File: src/rtl/icbc_pkg.sv
package icbc_pkg;
    localparam int BLK_W = 64;
    typedef logic [BLK_W-1:0] blk_t;
    typedef enum logic [1:0] {
        ST_IDLE  = 2'd0,
        ST_RUN   = 2'd1,
        ST_DRAIN = 2'd2
    } ctl_st_e;
endpackage

File: src/rtl/icbc_tag_pipe.sv
// Shadow of the cipher pipeline: one valid bit and chain index per stage.
module icbc_tag_pipe
    import icbc_pkg::*;
#(
    parameter int N_WAYS = 3,
    parameter int WAY_W  = 2,
    parameter int OCC_W  = 2
) (
    input  logic             clk,
    input  logic             rst_n,
    input  logic             push,
    input  logic [WAY_W-1:0] push_way,
    output logic             exit_vld,
    output logic [WAY_W-1:0] exit_way,
    output logic [OCC_W-1:0] occ
);
    typedef struct packed {
        logic [N_WAYS-1:0]            vld;
        logic [N_WAYS-1:0][WAY_W-1:0] way;
    } tp_t;

    tp_t s_d, s_q;

    always_comb begin
        s_d        = s_q;
        s_d.vld[0] = push;
        s_d.way[0] = push_way;
        for (int k = 1; k < N_WAYS; k++) begin
            s_d.vld[k] = s_q.vld[k-1];
            s_d.way[k] = s_q.way[k-1];
        end
    end

    always_ff @(posedge clk or negedge rst_n) begin
        if (!rst_n) s_q <= '0;
        else        s_q <= s_d;
    end

    assign exit_vld = s_q.vld[N_WAYS-1];
    assign exit_way = s_q.way[N_WAYS-1];
    assign occ      = OCC_W'($countones(s_q.vld));
endmodule

File: src/rtl/icbc_chain_bank.sv
// Per-chain initial values and chaining registers, with same-cycle bypass.
module icbc_chain_bank
    import icbc_pkg::*;
#(
    parameter int N_WAYS = 3,
    parameter int WAY_W  = 2
) (
    input  logic             clk,
    input  logic             rst_n,
    input  logic             iv_we,
    input  logic [WAY_W-1:0] iv_idx,
    input  blk_t             iv_val,
    input  logic             reload,
    input  logic             upd_en,
    input  logic [WAY_W-1:0] upd_way,
    input  blk_t             upd_val,
    input  logic [WAY_W-1:0] rd_way,
    output blk_t             rd_val
);
    typedef struct packed {
        blk_t [N_WAYS-1:0] iv;
        blk_t [N_WAYS-1:0] ch;
    } cb_t;

    cb_t s_d, s_q;

    always_comb begin
        s_d = s_q;
        for (int k = 0; k < N_WAYS; k++) begin
            if (iv_we && iv_idx == WAY_W'(k)) s_d.iv[k] = iv_val;
            if (reload)                           s_d.ch[k] = s_q.iv[k];
            else if (upd_en && upd_way == WAY_W'(k)) s_d.ch[k] = upd_val;
        end
    end

    always_ff @(posedge clk or negedge rst_n) begin
        if (!rst_n) s_q <= '0;
        else        s_q <= s_d;
    end

    // A returning result for the chain being read is forwarded directly.
    assign rd_val = (upd_en && upd_way == rd_way) ? upd_val : s_q.ch[rd_way];
endmodule

File: src/rtl/icbc_out_fifo.sv
// Result buffer that absorbs ciphertext while the output is stalled.
module icbc_out_fifo
    import icbc_pkg::*;
#(
    parameter int DEPTH = 3,
    parameter int CNT_W = 2
) (
    input  logic             clk,
    input  logic             rst_n,
    input  logic             push,
    input  blk_t             din,
    input  logic             pop,
    output blk_t             dout,
    output logic [CNT_W-1:0] cnt,
    output logic             empty
);
    localparam int PW = (DEPTH > 1) ? $clog2(DEPTH) : 1;

    typedef struct packed {
        blk_t [DEPTH-1:0] mem;
        logic [PW-1:0]    wp;
        logic [PW-1:0]    rp;
        logic [CNT_W-1:0] cnt;
    } ff_t;

    ff_t s_d, s_q;

    always_comb begin
        s_d = s_q;
        if (push) begin
            s_d.mem[s_q.wp] = din;
            s_d.wp = (s_q.wp == PW'(DEPTH-1)) ? '0 : s_q.wp + 1'b1;
        end
        if (pop) s_d.rp = (s_q.rp == PW'(DEPTH-1)) ? '0 : s_q.rp + 1'b1;
        s_d.cnt = s_q.cnt + CNT_W'(push) - CNT_W'(pop);
    end

    always_ff @(posedge clk or negedge rst_n) begin
        if (!rst_n) s_q <= '0;
        else        s_q <= s_d;
    end

    assign dout  = s_q.mem[s_q.rp];
    assign cnt   = s_q.cnt;
    assign empty = (s_q.cnt == '0);

    p_no_overflow_r6: assert property (@(posedge clk) disable iff (!rst_n)
        (push && !pop) |-> (s_q.cnt < CNT_W'(DEPTH)));
    p_no_underflow_r6: assert property (@(posedge clk) disable iff (!rst_n)
        pop |-> !empty);
endmodule

File: src/rtl/icbc_ctrl.sv
module icbc_ctrl
    import icbc_pkg::*;
#(
    parameter  int N_WAYS = 3,
    localparam int WAY_W  = (N_WAYS > 1) ? $clog2(N_WAYS) : 1
) (
    input  logic             clk,
    input  logic             rst_n,
    input  logic             start_i,
    input  logic             msg_end_i,
    input  logic             cfg_we_i,
    input  logic [WAY_W-1:0] cfg_idx_i,
    input  logic [63:0]      cfg_iv_i,
    input  logic             in_valid_i,
    output logic             in_ready_o,
    input  logic [63:0]      in_data_i,
    output logic             out_valid_o,
    input  logic             out_ready_i,
    output logic [63:0]      out_data_o,
    output logic             cph_vld_o,
    output logic [63:0]      cph_dat_o,
    input  logic             cph_vld_i,
    input  logic [63:0]      cph_dat_i
);
    localparam int OCC_W = $clog2(N_WAYS + 1);
    localparam int SUM_W = $clog2(2 * N_WAYS + 1);

    typedef struct packed {
        ctl_st_e          st;
        logic [WAY_W-1:0] ptr;
    } ctl_t;

    ctl_t c_d, c_q;

    logic             exit_vld;
    logic [WAY_W-1:0] exit_way;
    logic [OCC_W-1:0] pipe_occ;
    logic [OCC_W-1:0] buf_cnt;
    logic             buf_empty;
    blk_t             buf_dout;
    blk_t             chain_val;
    logic             buf_push, buf_pop, out_fire, accept, reload;
    logic [SUM_W-1:0] occ_sum;

    // Outstanding work = blocks inside the cipher plus blocks parked in the buffer.
    assign occ_sum   = SUM_W'(pipe_occ) + SUM_W'(buf_cnt);
    assign out_valid_o = !buf_empty || exit_vld;
    assign out_data_o  = buf_empty ? cph_dat_i : buf_dout;
    assign out_fire  = out_valid_o && out_ready_i;
    assign buf_pop   = !buf_empty && out_ready_i;
    assign buf_push  = exit_vld && !(buf_empty && out_ready_i);

    always_comb begin
        c_d        = c_q;
        reload     = 1'b0;
        in_ready_o = 1'b0;
        unique case (c_q.st)
            ST_IDLE: begin
                if (start_i) begin
                    c_d.st  = ST_RUN;
                    c_d.ptr = '0;
                    reload  = 1'b1;
                end
            end
            ST_RUN: begin
                in_ready_o = !msg_end_i &&
                             (occ_sum < SUM_W'(N_WAYS) + SUM_W'(out_fire));
                if (msg_end_i) c_d.st = ST_DRAIN;
                else if (in_valid_i && in_ready_o)
                    c_d.ptr = (c_q.ptr == WAY_W'(N_WAYS-1)) ? '0 : c_q.ptr + 1'b1;
            end
            ST_DRAIN: begin
                if (occ_sum == '0) begin
                    c_d.st  = ST_IDLE;
                    c_d.ptr = '0;
                    reload  = 1'b1;
                end
            end
            default: c_d.st = ST_IDLE;
        endcase
    end

    always_ff @(posedge clk or negedge rst_n) begin
        if (!rst_n) c_q <= '{st: ST_IDLE, ptr: '0};
        else        c_q <= c_d;
    end

    assign accept    = in_valid_i && in_ready_o;
    assign cph_vld_o = accept;
    assign cph_dat_o = in_data_i ^ chain_val;

    icbc_tag_pipe #(.N_WAYS(N_WAYS), .WAY_W(WAY_W), .OCC_W(OCC_W)) u_tags (
        .clk      (clk),
        .rst_n    (rst_n),
        .push     (accept),
        .push_way (c_q.ptr),
        .exit_vld (exit_vld),
        .exit_way (exit_way),
        .occ      (pipe_occ)
    );

    icbc_chain_bank #(.N_WAYS(N_WAYS), .WAY_W(WAY_W)) u_chain (
        .clk     (clk),
        .rst_n   (rst_n),
        .iv_we   (cfg_we_i && c_q.st == ST_IDLE),
        .iv_idx  (cfg_idx_i),
        .iv_val  (cfg_iv_i),
        .reload  (reload),
        .upd_en  (exit_vld),
        .upd_way (exit_way),
        .upd_val (cph_dat_i),
        .rd_way  (c_q.ptr),
        .rd_val  (chain_val)
    );

    icbc_out_fifo #(.DEPTH(N_WAYS), .CNT_W(OCC_W)) u_buf (
        .clk   (clk),
        .rst_n (rst_n),
        .push  (buf_push),
        .din   (cph_dat_i),
        .pop   (buf_pop),
        .dout  (buf_dout),
        .cnt   (buf_cnt),
        .empty (buf_empty)
    );

    // the external core must answer exactly N_WAYS cycles after issue.
    p_core_lat_r5: assert property (@(posedge clk) disable iff (!rst_n)
        cph_vld_i == exit_vld);
    // a stalled output keeps its value.
    p_hold_r5: assert property (@(posedge clk) disable iff (!rst_n)
        (out_valid_o && !out_ready_i) |=> (out_valid_o && $stable(out_data_o)));
    // round-robin chain selection.
    p_rr_r2: assert property (@(posedge clk) disable iff (!rst_n)
        accept |=> (c_q.ptr == ((N_WAYS == 1) ? '0 :
                    (($past(c_q.ptr) == WAY_W'(N_WAYS-1)) ? '0 : $past(c_q.ptr) + 1'b1))));
    // outstanding work is bounded by the chain count.
    p_cap_r6: assert property (@(posedge clk) disable iff (!rst_n)
        occ_sum <= SUM_W'(N_WAYS));
    // idle means nothing is in flight.
    p_idle_empty_r1: assert property (@(posedge clk) disable iff (!rst_n)
        (c_q.st == ST_IDLE) |-> (occ_sum == '0));
    // a drained message returns to idle.
    p_drain_done_r8: assert property (@(posedge clk) disable iff (!rst_n)
        (c_q.st == ST_DRAIN && occ_sum == '0) |=> (c_q.st == ST_IDLE));
endmodule

File: config.mk
export PLATFORM = sky130hd
export DESIGN_NAME = icbc_ctrl
export DESIGN_NICKNAME = d
export VERILOG_FILES = /design/src/rtl/icbc_pkg.sv /design/src/rtl/icbc_tag_pipe.sv /design/src/rtl/icbc_chain_bank.sv /design/src/rtl/icbc_out_fifo.sv /design/src/rtl/icbc_ctrl.sv
export SDC_FILE = /design/constraint.sdc
export NUM_CORES = 1
export LEC_CHECK = 0
export ABC_CLOCK_PERIOD_IN_PS = 2800
export BUFFER_PORTS_ARGS = -buffer_cell sky130_fd_sc_hd__buf_4
export CAP_MARGIN = 25
export CORE_MARGIN = 1.5
export CORE_UTILIZATION = 35
export DETAILED_ROUTE_END_ITERATION = 8
export HOLD_SLACK_MARGIN = 0.1
export PLACE_DENSITY_LB_ADDON = 0.08
export SYNTH_ARGS = -nofsm -noshare
export SYNTH_HDL_FRONTEND = slang
export SYNTH_SLANG_ARGS = --single-unit
File: constraint.sdc
create_clock -name clk -period 2.8 [get_ports clk]
set_input_delay 0.56 -clock clk [delete_from_list [all_inputs] [get_ports clk]]
set_output_delay 0.56 -clock clk [all_outputs]
set_load 0.05 [all_outputs]
==> results of run 1 <==
worst min path at each step:
stage / endpoint / slack [ns]
after floorplan: c_q[0] / 0.26
after global placement: u_tags.exit_way[1] / 0.34
after detailed placement: u_tags.exit_way[1] / 0.33
after CTS: c_q[2] / 0.13
after global routing: c_q[2] / 0.16
final: c_q[2] / 0.17
cell families (layout without fill, tap and decap cells):
family | count (synthesis) | in the layout
buffers and inverters | 186 | 694
adder cells (fa/ha/maj) | 7 | 7
multiplexers | 707 | 707
AO/OA/AOI/OAI | 458 | 458
other | 0 | 1
flip-flops | 595 | 595
XOR/XNOR | 68 | 68
AND/OR/NAND/NOR | 426 | 426
what timing repair did:
item | CTS | global route
hold buffers | 1 | 0
pin swaps | 66 | 75
setup buffers | 50 | 28
endpoints found under the hold margin | 31 | 0
setup endpoints to repair | 246 | 325
gates cloned | 39 | 22
resized for setup | 260 | 78
layer usage:
metal  up-vias  wire [um]
met5         -          0
met4         0       2510
met3       139       3720
met2       466      48800
met1     10800      41700
li1       9536          -
registers in the layout (all words and copies together) (netlist names):
| name | count |
|---|---|
| u_tags.exit_way | 2 |
| c_q | 4 |
| u_buf.s_q | 196 |
| u_tags.exit_vld | 1 |
| u_tags.s_d | 6 |
| u_chain.s_q | 384 |
| u_buf.cnt | 2 |
final cells by class:
| cell class | instances | area, um2 |
|---|---|---|
| multi-input cells | 1666 | 13400 |
| repair buffers | 557 | 6590 |
| diodes | 1 | 2.50 |
| clock buffers | 112 | 2260 |
| flip-flops and latches | 595 | 14900 |
| well taps | 1060 | 1330 |
| fillers | 7416 | 42400 |
| clock inverters | 15 | 114 |
| inverters | 10 | 41.3 |
power by group through the flow:
stage | clock [W] | sequential (W) | combinational, W
after global routing | 0.00998 | 0.0151 | 0.0318
after CTS | 0.00956 | 0.0145 | 0.0284
final | 0.00934 | 0.0147 | 0.0300
after detailed placement | 0 | 0.0146 | 0.0241
after global placement | 0 | 0.0144 | 0.0237
after floorplan | 0 | 0.0140 | 0.0171
critical path: stages, from the launching register on:
cell	delay (ns)
dfrtp_1	0.40
fa_1	0.55
ha_1	0.16
inv_1	0.05
fa_1	0.50
inv_1	0.05
ha_1	0.27
o21ai_1	0.09
o21bai_2	0.10
a21oi_4	0.14
and2_4	0.16
buf_8	0.14
placed cells by master, fill, tap and decap left out, drive strengths merged, types with 2 or more instances in the layout:
cell type,n
clkinvlp,2
a21oi,130
nand3,4
nand2,269
mux2i,320
clkbuf,131
a21o,2
o211ai,66
nand3b,5
dfrtp,595
nor2b,2
mux2,387
nor2,136
ha,5
inv,12
clkinv,10
and2b,2
nor3b,2
buf,530
nor3,3
xnor2,68
o21ai,258
fa,2
bufbuf,7
stage by stage:
step,power [W],TNS (ns),cell area (um2)
2_1_floorplan,0.0310,-0.805,28700
3_5_place_dp,0.0387,-3.01,32700
4_1_cts,0.0525,-47.95,37500
5_1_grt,0.0568,-94.26,38600
6_report,0.0540,-46.48,38600
3_3_place_gp,0.0382,-2.67,32700
==> impl_metrics.json, run 1 <==
{
  "status": "complete, but fails checks",
  "violations": "negative setup slack",
  "min_period_ns": 3.77,
  "num_rows": 104,
  "criticalPathCategory": "register to output port",
  "vias_per_cell": 5.22,
  "tritoncts": "built",
  "power.switching_w": 0.0228,
  "grt_max_degree": 126,
  "antenna_found_initial": 1,
  "period_share_pct": 135,
  "ys_types": 39,
  "peakVddDrop_uv": 887,
  "die_w_um": 289,
  "synth_top_family_by_area": "multiplexers",
  "synth_commonest_cells": "dfrtp_1 (595), mux2i_1 (320), nand2_1 (266), mux2_2 (264), o21ai_0 (155)",
  "synthMuxAreaShare_pct": 27.1,
  "overflow": 0,
  "skew_ns": 0.0200,
  "dr.pass1.iters": 5,
  "place.gp.congestion": 0.764,
  "pre_cts_ws_ns": -0.465,
  "rr_worst_depth": 14,
  "synthXorXnorAreaFrac_pct": 2.07,
  "cts_buffers": 72,
  "synth_ff_type": "dfrtp_1",
  "synth_top_area_share_pct": 51.8,
  "path_max_fanout": 2,
  "syn_avg_cell_area_um2": 11.7,
  "final_cell_count_no_fill": 4016,
  "met1_usage_pct": 28.8,
  "layout_setup_ws_ns": -0.969,
  "core_region_area_mm2": 0.0809,
  "end_kind": "output port",
  "wl_mm": 96.7,
  "slew_viol_final": 0,
  "htree_num_levels": 3,
  "clk_pin_slew_ns": 0.06,
  "final_util_pct": 47.7,
  "grtUsageMet2_pct": 38.6,
  "power.density_mw_per_mm2": 1400,
  "yosys.area_share.adder_pct": 0.357,
  "clock_power_share_pct": 17.3,
  "die_area_mm2": 0.0838,
  "drc": 0,
  "critPathCapture": "cph_vld_o",
  "ios": 333,
  "start_util_pct": 35.5,
  "grt_pass1_vias": 22000,
  "timing.rr.end": "c_q[0]",
  "cts_buffer_depth": 3,
  "min_path_cells": 2,
  "yosys_warnings": 0,
  "setup_violations": 307,
  "synth_compound_area_share_pct": 8.59,
  "cts_root_buffer": "clkbuf_16",
  "min_path_type": "input pin to register",
  "rr_startpoint": "u_tags.s_d[8]",
  "yosysSeqAreaShare_pct": 51.8,
  "wl_per_cell_um": 24.1,
  "required_ns": 2.24,
  "synth_area_leaders": "dfrtp_1 (52%), mux2i_1 (11%), mux2_2 (10%)",
  "yosysMostFrequentCell": "dfrtp_1",
  "ys_seq_elements": 595,
  "pwr-share-comb_pct": 55.6,
  "grt.busiest_layer": "met2",
  "slew_headroom_pct": 52.5,
  "first_iter_violations": 1057,
  "holdWs_ns": 0.169,
  "syn-num-nets": 2656,
  "min-delay-start": "msg_end_i",
  "num_vias": 21000,
  "placed_cells": 3756,
  "dp_hpwl_mm": 53.0,
  "areaGrowthSynthToFinish_pct": 34.3,
  "finalHoldViolations": 0,
  "syn-cell-area_mm2": 0.0287,
  "arrival_ns": 3.21,
  "grt_pass1_wl_mm": 140,
  "swShare_pct": 42.2,
  "rsz0062_at_grt": "yes",
  "synth_cells": 2447,
  "crit_start": "u_tags.s_d[8]",
  "synth_edf_count": 0,
  "power_frac_seq_pct": 27.2,
  "clock-sinks": 595,
  "reg2reg_slack_ns": -0.47,
  "maxCapViolCount": 0,
  "crit_path_start_kind": "register",
  "io_buffer_count": 331,
  "layout.nets": 3111,
  "fp.dieH_um": 289,
  "grtUsageTotal_pct": 22.2,
  "fmax_mhz": 265,
  "tightestPinTransition_ns": 0.713,
  "synth_area_leader_cell": "dfrtp_1",
  "synth-simple-area-share_pct": 5.86,
  "clk_latency_ns": 0.61,
  "synth-async-reset-ratio_pct": 100,
  "drive_above_1_share_pct": 38.5,
  "leakage_nw": 18.0,
  "p_int_w": 0.0312,
  "ant_nets": 0,
  "grt_util_met3_pct": 2.85
}
Power figures use the tool's default switching activity.
==> run 2, diff against run 1 <==
--- a/config.mk
+++ b/config.mk
@@ -11,6 +11,7 @@
 export CORE_MARGIN = 1.5
 export CORE_UTILIZATION = 35
 export DETAILED_ROUTE_END_ITERATION = 8
+export GPL_TIMING_DRIVEN = 0
 export HOLD_SLACK_MARGIN = 0.1
 export PLACE_DENSITY_LB_ADDON = 0.08
 export SYNTH_ARGS = -nofsm -noshare
==> run 2 against run 1 <==
Net effect: the flow still finishes with violations (negative setup slack); non-clock buffer count decreased by 1; largest power group unchanged; clock power decreased by 2.5%; routed wire length decreased by 4.5%; clock skew decreased by 0.0050 ns; combinational power decreased by 8.0%; cell count about the same.
==> impl_metrics.json, run 2 (synthesis results as in run 1) <==
{
  "dpl_cell_area_mm2": 0.0327,
  "clk_pin_slew_ns": 0.06,
  "skew_ns": 0.0149,
  "final-seq-area_mm2": 0.0149,
  "period_share_pct": 134,
  "swShare_pct": 43.1,
  "arrival_ns": 3.19,
  "violations": "negative setup slack",
  "core_region_area_mm2": 0.0809,
  "clock_power_share_pct": 17.8,
  "rsz0062_at_grt": "yes",
  "end_kind": "output port",
  "fillers": 7558,
  "num_rows": 104,
  "cts_root_buffer": "clkbuf_16",
  "clk_latency_ns": 0.60,
  "max_stage_delay_ns": 0.52,
  "grt_pass1_vias": 21800,
  "power.switching_w": 0.0221,
  "cts_buffer_depth": 3,
  "diodes": 0,
  "power_w": 0.0513,
  "wl_per_cell_um": 23.0,
  "drc": 0,
  "largest_register": "u_chain.s_q",
  "crit_start": "u_tags.s_d[7]",
  "io_buffer_count": 331,
  "grt_max_degree": 117,
  "cp_slowest_cell": "fa_1",
  "die_w_um": 289,
  "maxCapViolCount": 0,
  "first_iter_violations": 1255,
  "grtUsageTotal_pct": 22.0,
  "mostFrequentLayoutCell": "dfrtp_1",
  "crit_path_start_kind": "register",
  "power_frac_seq_pct": 28.5,
  "min_path_type": "input pin to register",
  "dr.pass1.iters": 7,
  "die_area_mm2": 0.0838,
  "path_max_fanout": 2,
  "fmax_mhz": 267,
  "antenna_found_initial": 2,
  "num_vias": 20700,
  "min-delay-start": "msg_end_i",
  "power.density_mw_per_mm2": 1400,
  "tritoncts": "built",
  "finalHoldViolations": 0,
  "ios": 333,
  "layout.nets": 3108,
  "drive_above_1_share_pct": 36.0,
  "wl_mm": 92.4,
  "pwr-share-comb_pct": 53.7,
  "setup_violations": 272,
  "status": "complete, but fails checks",
  "largest_register_ffs": 384,
  "areaGrowthSynthToFinish_pct": 27.9,
  "rr_startpoint": "u_tags.s_d[7]",
  "p_int_w": 0.0292,
  "leakage_nw": 17.2,
  "start_util_pct": 35.5,
  "slew_viol_final": 0,
  "criticalPathCategory": "register to output port",
  "grt_pass1_wl_mm": 138,
  "final_cell_area_mm2": 0.0367,
  "cts_buffers": 70,
  "overflow": 0,
  "htree_num_levels": 3,
  "path_cells": "fa_1 > ha_1 > inv_1 > fa_1 > inv_1 > ha_1 > o21ai_2 > o21bai_2 > a21oi_4 > and2_4 > buf_8",
  "multiInputGateArea_mm2": 0.0130,
  "slew_headroom_pct": 49.5,
  "mostFrequentLayoutCells": "dfrtp_1 (593), buf_4 (361), mux2i_1 (319)",
  "min_period_ns": 3.75,
  "dp_hpwl_mm": 63.4,
  "clock-sinks": 595,
  "place.gp.congestion": 0.799,
  "peakVddDrop_uv": 893,
  "layout_setup_ws_ns": -0.945,
  "fp.dieH_um": 289,
  "tightestPinTransition_ns": 0.755,
  "required_ns": 2.24,
  "vias_per_cell": 5.16,
  "ant_nets": 0
}
-- run 2: final cells by class --
class / count / area share [%]
Buffer: 175 / 4.69
Clock buffer: 111 / 5.80
Clock inverter: 14 / 0.395
Inverter: 10 / 0.102
Multi-Input combinational cell: 1666 / 35.4
Sequential cell: 595 / 40.5
Tap cell: 1060 / 3.61
Timing Repair Buffer: 381 / 9.44
-- run 2: critical path, delay by kind of cell, from the launching register on --
kind            cells  cell delay (ns)
fa+ha+maj           4             1.42
flops               1             0.42
buf+inv             3             0.24
compound gates      3             0.34
simple gates        1             0.17
-- run 2: worst paths after layout --
path / to / cells after the start / slack (ns)
max: cph_vld_o / 11 / -0.95
min: c_q[2] / 2 / 0.19
max reg2reg: u_chain.s_q[105] / 17 / -0.69
min reg2reg: u_tags.s_d[4] / 0 / 0.35
max in group asynchronous: u_chain.s_q[167] / 4 / 0.76
min in group asynchronous: u_chain.s_q[137] / 2 / 0.52
-- run 2: power by group through the flow --
stage               combinational, W  clock [W]  sequential (W)
floorplan                     0.0171          0          0.0140
global placement              0.0241          0          0.0145
detailed placement            0.0245          0          0.0146
CTS                           0.0274    0.00931          0.0145
global route                  0.0293    0.00968          0.0151
finish                        0.0276    0.00911          0.0146
-- run 2: repair_timing --
action                                 4_1_cts  5_1_grt
endpoints found under the hold margin       69        0
pin swaps                                    8        1
setup buffers                               22        7
hold buffers                                 1        0
cloned                                      11        3
resized for setup                          314       25
setup endpoints to repair                  324      312
-- run 2: per-stage QoR --
step           TNS [ns]  worst slack (ns)  hold WS (ns)  util (%)  cells
5_1_grt         -152.95             -1.04         0.166      45.4   4012
4_1_cts          -97.14             -1.05         0.152      45.2   4002
3_5_place_dp    -139.85            -0.745         0.336      40.4   3844
6_report        -115.58            -0.945         0.194      45.4   4012
2_1_floorplan    -0.805            -0.488         0.264         -   2447
3_3_place_gp   -3321.80             -5.43         0.333      40.2   3838
-- run 2: metal layers --
| layer | routed length (um) | vias to the layer above | track usage [%] |
|---|---|---|---|
| li1 | - | 9496 | - |
| met1 | 41900 | 10700 | 29.8 |
| met2 | 45300 | 419 | 37.2 |
| met3 | 3450 | 114 | 2.76 |
| met4 | 1710 | 0 | 5.69 |
| met5 | 0 | - | 0 |
